`config.mk`:
```
export PLATFORM = sky130hd
export DESIGN_NAME = updn_ovf_counter
export DESIGN_NICKNAME = d
export VERILOG_FILES = /design/src/rtl/updn_pkg.sv /design/src/rtl/updn_rst_sync.sv /design/src/rtl/updn_step.sv /design/src/rtl/updn_ovf_counter.sv
export SDC_FILE = /design/constraint.sdc
export NUM_CORES = 1
export LEC_CHECK = 0
export BUFFER_PORTS_ARGS = -buffer_cell sky130_fd_sc_hd__buf_4
export CAP_MARGIN = 20
export CORE_AREA = 2 2 39 41
export CTS_BUF_LIST = sky130_fd_sc_hd__clkbuf_16
export CTS_CLUSTER_SIZE = 12
export DETAILED_ROUTE_END_ITERATION = 16
export DIE_AREA = 0 0 41 43
export GPL_ROUTABILITY_DRIVEN = 0
export PLACE_DENSITY = 0.45
export RECOVER_POWER = 100
export SETUP_SLACK_MARGIN = 0.1
export SLEW_MARGIN = 20
export SYNTH_ARGS = -nofsm -noshare
export SYNTH_HDL_FRONTEND = slang
export SYNTH_SLANG_ARGS = --single-unit
```
`constraint.sdc`:
```
create_clock -name clk -period 1.1 [get_ports clk]
set_clock_uncertainty 0.2 [all_clocks]
set_input_delay 0.055 -clock clk [delete_from_list [all_inputs] [get_ports clk]]
set_output_delay 0.055 -clock clk [all_outputs]
set_load 0.1 [all_outputs]
```
`src/rtl/updn_pkg.sv`:
```
`timescale 1ns/1ps
package updn_pkg;
  // Action chosen by the next-state unit for one clock edge.
  typedef enum logic [1:0] {
    ACT_RESTART = 2'd0,
    ACT_FLAG    = 2'd1,
    ACT_INC     = 2'd2,
    ACT_DEC     = 2'd3
  } step_e;
endpackage

```
`src/rtl/updn_rst_sync.sv`:
```
`timescale 1ns/1ps
module updn_rst_sync #(
  parameter int STAGES = 2
) (
  input  logic clk,
  input  logic arst_n,
  output logic srst_n
);
  generate
    if (STAGES <= 1) begin : g_single
      logic stage_q;
      always_ff @(posedge clk or negedge arst_n) begin
        if (!arst_n) stage_q <= 1'b0;
        else         stage_q <= 1'b1;
      end
      assign srst_n = stage_q;
    end else begin : g_chain
      logic [STAGES-1:0] chain_q;
      always_ff @(posedge clk or negedge arst_n) begin
        if (!arst_n) chain_q <= '0;
        else         chain_q <= {chain_q[STAGES-2:0], 1'b1};
      end
      assign srst_n = chain_q[STAGES-1];
    end
  endgenerate
endmodule

```
`src/rtl/updn_step.sv`:
```
`timescale 1ns/1ps
module updn_step
  import updn_pkg::*;
#(
  parameter int WIDTH = 4
) (
  input  logic [WIDTH-1:0] cur_cnt,
  input  logic             cur_flag,
  input  logic             up,
  output step_e            act,
  output logic [WIDTH-1:0] nxt_cnt,
  output logic             nxt_flag
);
  localparam logic [WIDTH-1:0] TOP = {WIDTH{1'b1}};
  localparam logic [WIDTH-1:0] ONE = {{(WIDTH-1){1'b0}}, 1'b1};

  // Decide the action: the restart after a flagged cycle takes priority.
  always_comb begin
    if (cur_flag)                 act = ACT_RESTART;
    else if (up && cur_cnt == TOP) act = ACT_FLAG;
    else if (up)                  act = ACT_INC;
    else                          act = ACT_DEC;
  end

  always_comb begin
    nxt_cnt  = cur_cnt;
    nxt_flag = 1'b0;
    case (act)
      ACT_RESTART: nxt_cnt = '0;
      ACT_FLAG: begin
        nxt_cnt  = cur_cnt;
        nxt_flag = 1'b1;
      end
      ACT_INC:     nxt_cnt = cur_cnt + ONE;
      ACT_DEC:     nxt_cnt = cur_cnt - ONE;
      default:     nxt_cnt = cur_cnt;
    endcase
  end
endmodule

```
`src/rtl/updn_ovf_counter.sv`:
```
`timescale 1ns/1ps
module updn_ovf_counter
  import updn_pkg::*;
#(
  parameter int WIDTH       = 4,
  parameter int SYNC_STAGES = 2
) (
  input  logic             clk,
  input  logic             rst_n,
  input  logic             up,
  output logic [WIDTH-1:0] count,
  output logic             overflow
);
  localparam logic [WIDTH-1:0] TOP = {WIDTH{1'b1}};
  localparam logic [WIDTH-1:0] ONE = {{(WIDTH-1){1'b0}}, 1'b1};

  logic             rst_int_n;
  logic [WIDTH-1:0] cnt_q, cnt_d;
  logic             flag_q, flag_d;
  step_e            act;

  updn_rst_sync #(.STAGES(SYNC_STAGES)) u_sync (
    .clk    (clk),
    .arst_n (rst_n),
    .srst_n (rst_int_n)
  );

  updn_step #(.WIDTH(WIDTH)) u_step (
    .cur_cnt  (cnt_q),
    .cur_flag (flag_q),
    .up       (up),
    .act      (act),
    .nxt_cnt  (cnt_d),
    .nxt_flag (flag_d)
  );

  // Register process; next state comes from u_step.
  always_ff @(posedge clk or negedge rst_int_n) begin
    if (!rst_int_n) begin
      cnt_q  <= '0;
      flag_q <= 1'b0;
    end else begin
      cnt_q  <= cnt_d;
      flag_q <= flag_d;
    end
  end

  assign count    = cnt_q;
  assign overflow = flag_q;

  // Requirement checks, next to the registers they guard.
  assert_reset_clear_R1: assert property (@(posedge clk)
    !rst_int_n |-> (count == '0 && !overflow));

  assert_up_step_R2: assert property (@(posedge clk) disable iff (!rst_int_n)
    (!overflow && up && count != TOP) |=> (count == $past(count) + ONE && !overflow));

  assert_down_step_R3: assert property (@(posedge clk) disable iff (!rst_int_n)
    (!overflow && !up && count != '0) |=> (count == $past(count) - ONE && !overflow));

  assert_down_wrap_R4: assert property (@(posedge clk) disable iff (!rst_int_n)
    (!overflow && !up && count == '0) |=> (count == TOP && !overflow));

  assert_flag_hold_R5: assert property (@(posedge clk) disable iff (!rst_int_n)
    (!overflow && up && count == TOP) |=> (overflow && count == TOP));

  assert_restart_R6: assert property (@(posedge clk) disable iff (!rst_int_n)
    overflow |=> (count == '0));

  assert_one_cycle_R7: assert property (@(posedge clk) disable iff (!rst_int_n)
    overflow |=> !overflow);

  assert_action_legal_R5: assert property (@(posedge clk) disable iff (!rst_int_n)
    (act == ACT_FLAG) |-> (count == TOP && !overflow));
endmodule

```
After elaboration in Yosys (flattened, before gate mapping)
Cells that the tools add are included.
{ "totals": {"regBits": 7, "input_bits": 3, "output_inout_bits": 5} }
{ "op_classes": {"addsub": 2, "n_eq_ne": 4, "mux": 5, "n_reduce_logical": 2} }
{ "ops": {"columns": ["operator", "count"], "rows": [
  ["4-bit case mux with 3 select lines", 1],
  ["4-bit by 1-bit adder with 4-bit output, second input constant", 1],
  ["2-bit == test, second input constant", 2],
  ["4-bit == test, second input constant", 1],
  ["2-bit two-way mux", 2],
  ["4-bit by 1-bit subtractor with 4-bit output, second input constant", 1],
  ["2-bit by 1-bit == test with 1-bit output, second input constant", 1],
  ["2-bit logical NOT", 1],
  ["1-bit two-way mux", 2],
  ["1-bit logical AND", 1]
]} }

Logic depth before layout (Yosys ltp)
Gate-level depths: netlist of run 1.
{ "depth": {"word_depth": 6, "ltp_mapped": 6, "depth_no_buf": 6} }

Cells and area by module
Synthesis of run 1 repeated with hierarchy kept, for this count alone.
{ "unflattened": {"hier_cells": 30, "hier_area_um2": 341.6} }
{ "by_module_without_submodules": {"columns": ["module", "instances", "cells_per_inst", "area_per_inst_um2"], "rows": [
  ["updn_step", 1, 22, 162.7],
  ["updn_ovf_counter", 1, 5, 125.1],
  ["updn_rst_sync", 1, 3, 53.8]
]} }

Worst setup path before layout of run 1
Ideal clock, no wire load.
{ "synth_timing": {"path_kind": "reg-to-reg", "from": "register flag_q (netlist: overflow)", "to": "register cnt_q[3] (netlist: count[3])", "setup_time_ns": 0.161, "t_arrival_ns": 1.982, "required_ns": 0.739, "path_slack_ns": -1.243, "path_stages_with_launch": 7, "path_buffers": 0, "synth_period_minus_slack_ns": 2.343, "cell_sequence": "dfrtp_1 -> or2_2 -> inv_1 -> ha_1 -> a21oi_1 -> and3_4 -> o31ai_2"} }
{ "synth_via": {"elab_chain_cells": 3, "word_cells_on_any_way": 6, "cone_classes": "eq/ne (3); mux (2); reduce/logical (1)"} }
{ "synth_rtl": {"columns": ["element", "line_no", "text"], "rows": [
  ["start: declaration", "updn_ovf_counter.sv:19", "logic flag_q, flag_d;"],
  ["start signal: assignment", "updn_ovf_counter.sv:44", "flag_q <= flag_d;"],
  ["2-bit two-way mux *", "updn_step.sv:19", "if (cur_flag) act = ACT_RESTART;"],
  ["2-bit == test or 2-bit logical NOT (tied branches)", "updn_step.sv:28", "case (act)"],
  ["4-bit case mux with 3 select lines", "updn_step.sv:28", null],
  ["end signal: assignment", "updn_ovf_counter.sv:43", "cnt_q <= cnt_d;"],
  ["end: declaration", "updn_ovf_counter.sv:18", "logic [WIDTH-1:0] cnt_q, cnt_d;"]
]} }
Mark *: on every way between the ends. The rest lies on a longest branch, timed or not.
A chain may end at the register's enable or synchronous reset.

Worst setup path in the final report of run 1
Same ends and word-level chain as after synthesis.

==> results.md, run 1 <==
* Outcome: finished with violations
* Violated checks: hold timing, setup timing
* CP max stage cell: dfrtp_4
* DP Cell Count at 57
* Worst path bufs/invs at 1
* Worst EP arrival at 1.60 ns
* Crit Path Class: reg -> reg
* Clock sink total at 7
* Largest family of logic cells by synthesized area: adder cells
* Met2 Resource Use GR at between 10% and 20%
* Setup crit end kind: flop
* Xor/xnor share of the synthesized area at 5.19%
* Largest net degree at the start of global routing at 7
* GRT busiest layer: met2
* Syn Area/Cell at 12.1 um^2
* Initial DRC Count at 0
* Global Route Usage Sum at 11.0%
* Number of max-cap violations at 0
* Residual DRC count at 0
* Number of antenna violations at the first check in global routing at 0
* Wire length per cell at 10.8 um
* Port bufs at 7
* Area grow syn2layout at 103%
* Worst-case clock buffer depth at 2
* Flops & latches, synth at 7
* Synth top area share at 51.9%
* Filler Cells Inserted at 119
* H-tree levels at 1
* Die height at 43 um
* Layout cells sized above 1 at between 60 and 70%
* Final HPWL DP at 551 um
* Clk Latency, worst-skew pair at 0.23 ns
* Cell Rows at 14
* Hold buffers post-CTS at 2
* Global-route met3 utilization at 3.14%
* Number of global-route vias before repair at 301
* Adder-cell share of the synthesized area at 13.3%
* Design Area, Final at 686 um^2
* Synthesized cell area at 338 um^2
* Met1 Use GR at between 10% and 20%
* GRT overflow at 0
* # setup viols final at 9
* Leading cell types in the layout, fill and taps excluded: buf_4 (6), buf_12 (5), inv_1 (4)
* Detail Route Antenna Nets at 0
* Diodes inserted at 0
* Synth warnings at 0
* Reg-to-reg startpoint: overflow$_DFF_PN0_
* CTS tree: yes
* Register area share after synthesis at 51.9%
* Starting density of the core at 24.4%
* CP Data Required Time at 1.04 ns
* Setup ws final at -0.562 ns
* CP Launch Type: flop
* Area of the die at 1760 um^2
* Path depth of the worst reg2reg path at 6
* Routed vias at 281
* Syn nets at 34
* DRT Pass-1 Iters at 1
* Final Hold Vio Count at 7
* Fin nets at 55
* Non-filler cells in the finished layout at 64
* Final hold slack at -0.112 ns
* Core Box Area at roughly 1400 um^2
* RSZ-0062 raised after global routing: true
* Crit share post-route at 151%
* Vias per inst at roughly 4.4
* Syn Inst Count at 28
* Synth top area cells: dfrtp_1 (52%), ha_1 (7.4%), fa_1 (5.9%)
* Final Max Slew Viols at 0
* CP cell instances: or2_4 > inv_4 > ha_4 > a21oi_4 > a21oi_2 > o31ai_2
* FF+latch area at 183 um^2
* Clk slew on worst S/H paths at 0.04 ns
* Die Wd at approximately 41 um
* Cell variety after synth at 14
* Hold WC Path Type: reg -> async
* Total clock buffers created by CTS at 3
* Compound-cell area share of the yosys netlist at 11.1%
* Slack of the worst reg-to-reg path at -0.56 ns
* Drt total wl at 692 um
* Area share of and/or/nand/nor cells after synthesis at 13.0%
* Largest delay share family, worst path: flip-flops
* Placed cell area at between 400 and 500 um^2
* Multi-input combinational cell area at 194 um^2
* Mux contribution to synthesized area at 0%
* Commonest non-fill, non-tap cell in the layout: buf_4
* Worst r2r dst: count[3]$_DFFE_PN0N_
* Crit-path max cell delay at 0.46 ns
* Critical path peak fanout at 3
* Yosys top cell by area: dfrtp_1
* Clock Tree Root: clkbuf_16
* F_max at 602 MHz
* First-pass GRT wire length at around 1300 um
* Final core occ at about 50%
* I/O Pins at 8
* Fin crit period at 1.66 ns
-- layout make-up --
| cell class | count | share of cell area, % |
|---|---|---|
| Tap cell | 16 | 2.92 |
| Clock buffer | 3 | 10.9 |
| Sequential cell | 7 | 26.6 |
| Clock inverter | 1 | 0.547 |
| Inverter | 4 | 2.55 |
| Timing Repair Buffer | 16 | 28.1 |
| Multi-Input combinational cell | 17 | 28.3 |
-- synthesized netlist by cell type --
library cell / count
dfrtp_1: 7
inv_1: 4
a21oi_1: 2
nand3_1: 1
nand3_2: 1
o21ai_0: 3
ha_1: 2
xor2_1: 2
and3_4: 1
fa_1: 1
o31ai_2: 1
or2_2: 1
and4b_2: 1
conb_1: 1
-- metal layers --
metal | routed length [um] | share of wire [%]
met5 | 0 | 0
met2 | 347 | 50
met1 | 298 | 43
met3 | 27 | 3.9
met4 | 19 | 2.7
-- through the flow --
| step | hold WS [ns] | TNS (ns) | worst slack, ns |
|---|---|---|---|
| after floorplan | -0.441 | -3.66 | -0.793 |
| after global placement | -0.363 | -2.29 | -0.602 |
| after detailed placement | -0.362 | -2.30 | -0.624 |
| after CTS | -0.102 | -2.63 | -0.573 |
| after global routing | -0.0895 | -2.86 | -0.616 |
| final | -0.112 | -2.54 | -0.562 |
-- state kept, by name (all words and copies together) (netlist names) --
| name | count |
|---|---|
| overflow | 1 |
| count | 4 |
| u_sync.g_chain.chain_q | 2 |
-- worst max-delay path by stage --
| stage | start | end | cells after the start | slack, ns |
|---|---|---|---|---|
| after floorplan | overflow$_DFF_PN0_ | count[3]$_DFFE_PN0N_ | 6 | -0.79 |
| after global placement | overflow$_DFF_PN0_ | count[3]$_DFFE_PN0N_ | 6 | -0.60 |
| after detailed placement | overflow$_DFF_PN0_ | count[3]$_DFFE_PN0N_ | 6 | -0.62 |
| after CTS | overflow$_DFF_PN0_ | count[3]$_DFFE_PN0N_ | 6 | -0.57 |
| after global routing | overflow$_DFF_PN0_ | count[3]$_DFFE_PN0N_ | 6 | -0.62 |
| final | overflow$_DFF_PN0_ | count[3]$_DFFE_PN0N_ | 6 | -0.56 |
-- kinds of logic after synthesis --
family	after synthesis
DFF	7
AOI/OAI and AO/OA	6
and+or+nand+nor	5
buffers and inverters	4
adders and majority gates	3
xor gates and xnor gates	2
other	1
-- repair_timing --
action                                  4_1_cts  5_1_grt
pin swaps                                     4        0
endpoints found under the hold margin         7        7
buffers inserted                              2        1
gates resized for setup                      27        1
endpoints found under the setup margin       10       12
Power of run 1 is left out: the tool's default activity adds up to more than one toggle a clock period on the data nets, which glitch-free logic cannot reach.
==> run 2: changes to the inputs <==
--- a/config.mk
+++ b/config.mk
@@ -9,7 +9,7 @@
 export CAP_MARGIN = 20
 export CORE_AREA = 2 2 39 41
 export CTS_BUF_LIST = sky130_fd_sc_hd__clkbuf_16
-export CTS_CLUSTER_SIZE = 12
+export CTS_CLUSTER_SIZE = 28
 export DETAILED_ROUTE_END_ITERATION = 16
 export DIE_AREA = 0 0 41 43
 export GPL_ROUTABILITY_DRIVEN = 0
@@ -19,4 +19,5 @@
 export SLEW_MARGIN = 20
 export SYNTH_ARGS = -nofsm -noshare
 export SYNTH_HDL_FRONTEND = slang
+export SYNTH_HIERARCHICAL = 1
 export SYNTH_SLANG_ARGS = --single-unit
==> run 2 against run 1 <==
Against the previous run:
- the run still ends with hold timing, setup timing left
- critical path depth down 1
- maximum frequency is 6.4% higher
- core utilization shrank 0.81 points
- non-clock buffer count is 1 lower
- count of clock-buffer cells in the layout unchanged
- global-route usage grew 1.3 points
- die area stayed put
- first-iteration DRC count up 2
- via count decreased by 2.5%
- design area shrank 1.6%
- highest routed layer unchanged
==> results.md, run 2 <==
* Outcome: finished with violations
* Violated checks: hold timing, setup timing
* CP max stage cell: dfrtp_4
* H-tree levels at 1 (unchanged)
* Critical path origin: overflow$_DFF_PN0_
* GRT overflow at 0 (unchanged)
* Clk Latency, worst-skew pair at 0.23 ns (about the same)
* Area grow syn2layout at 108%
* Critical path peak fanout at 3 (unchanged)
* Routed vias at 274 (-2.5%)
* Die Wd at 41 um (unchanged)
* Number of antenna violations at the first check in global routing at 0 (unchanged)
* Crit share post-route at 142% (-9.1 points)
* Syn Area/Cell at 12.0 um^2 (-0.52%)
* Residual DRC count at 0 (unchanged)
* CP Launch Type: flop
* Crit Path Class: reg -> reg
* CP cell instances: nor2_4 > ha_4 > a21oi_2 > a211o_1 > o211ai_2
* Worst EP arrival at 1.46 ns (-0.14 ns)
* Slack of the worst reg-to-reg path at -0.46 ns (+0.10 ns)
* Vias per inst at 4.49 (+2.3%)
* Total clock buffers created by CTS at 3 (unchanged)
* Final hold slack at -0.125 ns (-0.0136 ns)
* Leading cell types in the layout, fill and taps excluded: dfrtp_4 (5), buf_4 (5), buf_12 (5)
* Initial DRC Count at 2 (+2)
* Die height at 43 um (unchanged)
* I/O Pins at 8 (unchanged)
* Diodes inserted at 0 (unchanged)
* DRT Pass-1 Iters at 2 (+1)
* Layout cells sized above 1 at 68.9% (+2.2 points)
* Syn nets at 33 (-2.9%)
* Port bufs at 7 (unchanged)
* Worst path bufs/invs at 0 (-1)
* F_max at 640 MHz (+6.4%)
* First-pass GRT wire length at 1370 um (+8.2%)
* Largest delay share family, worst path: flip-flops
* Global Route Usage Sum at 12.4% (+1.3 points)
* Starting density of the core at 23.4% (-0.99 points)
* Hold buffers post-CTS at 2 (unchanged)
* Reg-to-reg startpoint: overflow$_DFF_PN0_
* Final Hold Vio Count at 7 (unchanged)
* Largest net degree at the start of global routing at 9 (+2)
* Fin Setup TNS at -2.40 ns (+0.132 ns)
* Fin crit period at 1.56 ns (-0.100 ns)
* Hold WC Path Type: reg -> async
* Number of global-route vias before repair at 308 (+2.3%)
* Detail Route Antenna Nets at 0 (unchanged)
* Setup ws final at -0.462 ns (+0.100 ns)
* Synth warnings at 6 (+6)
* Core Box Area at 1380 um^2 (unchanged)
* Clock sink total at 7 (unchanged)
* Clock Tree Root: clkbuf_16
* Wire length per cell at 12.8 um (+18%)
* Drt total wl at 778 um (+12%)
* Crit-path max cell delay at 0.47 ns (about the same)
* CP Data Required Time at 1.00 ns (-0.04 ns)
* Largest register FFs at 4 (unchanged)
* Synthesized cell area at 324 um^2 (-4.1%)
* Syn Inst Count at 27 (-3.6%)
* RSZ-0062 raised after global routing: true
* CTS tree: yes
* Clk slew on worst S/H paths at 0.03 ns (about the same)
* # setup viols final at 10 (+1)
* Final Max Slew Viols at 0 (unchanged)
* Fin nets at 52 (-5.5%)
* Final HPWL DP at 585 um (+6.2%)
* Number of max-cap violations at 0 (unchanged)
* Setup crit end kind: flop
* Worst-case clock buffer depth at 2 (unchanged)
* Cell Rows at 14 (unchanged)
* Area of the die at 1760 um^2 (unchanged)
[run 2: changes by cell type in the layout (fill, tap and decap cells not counted), moves of 2 or more]
cell	delta
a21oi_2	+2
dfrtp_2	-3
dfrtp_4	+4
inv_1	-3
o21ai_1	-2
xor2_1	-2
[run 2: area by class of cell]
type,instances,area (um^2)
clock buffers,3,75.1
clock inverters,1,3.75
fillers,128,709
multi-input cells,19,196
flip-flops and latches,7,194
well taps,16,20.0
repair buffers,15,185
[run 2: worst reg2reg max path: stages (launching register included)]
cell and delay, ns:
dfrtp_4 0.47, nor2_4 0.14, ha_4 0.23, a21oi_2 0.15
a211o_1 0.16, o211ai_2 0.08
[run 2: per-stage QoR]
stage          setup WS (ns)  area [um^2]  hold WS (ns)  std cells  util, %
6_report              -0.462          674        -0.125         61     48.7
5_1_grt               -0.497          674        -0.103         61     48.7
4_1_cts               -0.462          688        -0.114         62     49.7
3_5_place_dp          -0.451          483        -0.361         55     34.9
3_3_place_gp          -0.424          483        -0.363         55     34.9
2_1_floorplan         -0.728          379        -0.441         27        -
[run 2: layer usage]
layer | global-route usage, % | part of all wire [%] | vias to the layer above
met5 | 0 | 0 | -
met4 | 10.0 | 4.2 | 0
met3 | 4.71 | 5.0 | 4
met2 | 18.8 | 53 | 9
met1 | 12.6 | 37 | 130
li1 | - | - | 131
[run 2: worst paths after layout]
path,cells after the start,to
worst max register to register,5,count[3]$_DFF_PN0_
worst max-delay path,5,count[3]$_DFF_PN0_
max in group asynchronous,0,count[3]$_DFF_PN0_
worst min-delay path,0,count[2]$_DFF_PN0_
worst min register to register,0,count[2]$_DFF_PN0_
min in group clk,4,count[1]$_DFF_PN0_
[run 2: what timing repair did]
item,in CTS,in global routing
pin swaps,3,1
endpoints found under the hold margin,7,7
setup buffers,1,1
endpoints found under the setup margin,10,12
gates cloned,0,0
gates resized for setup,24,1
Power of run 2 is left out for the same reason.
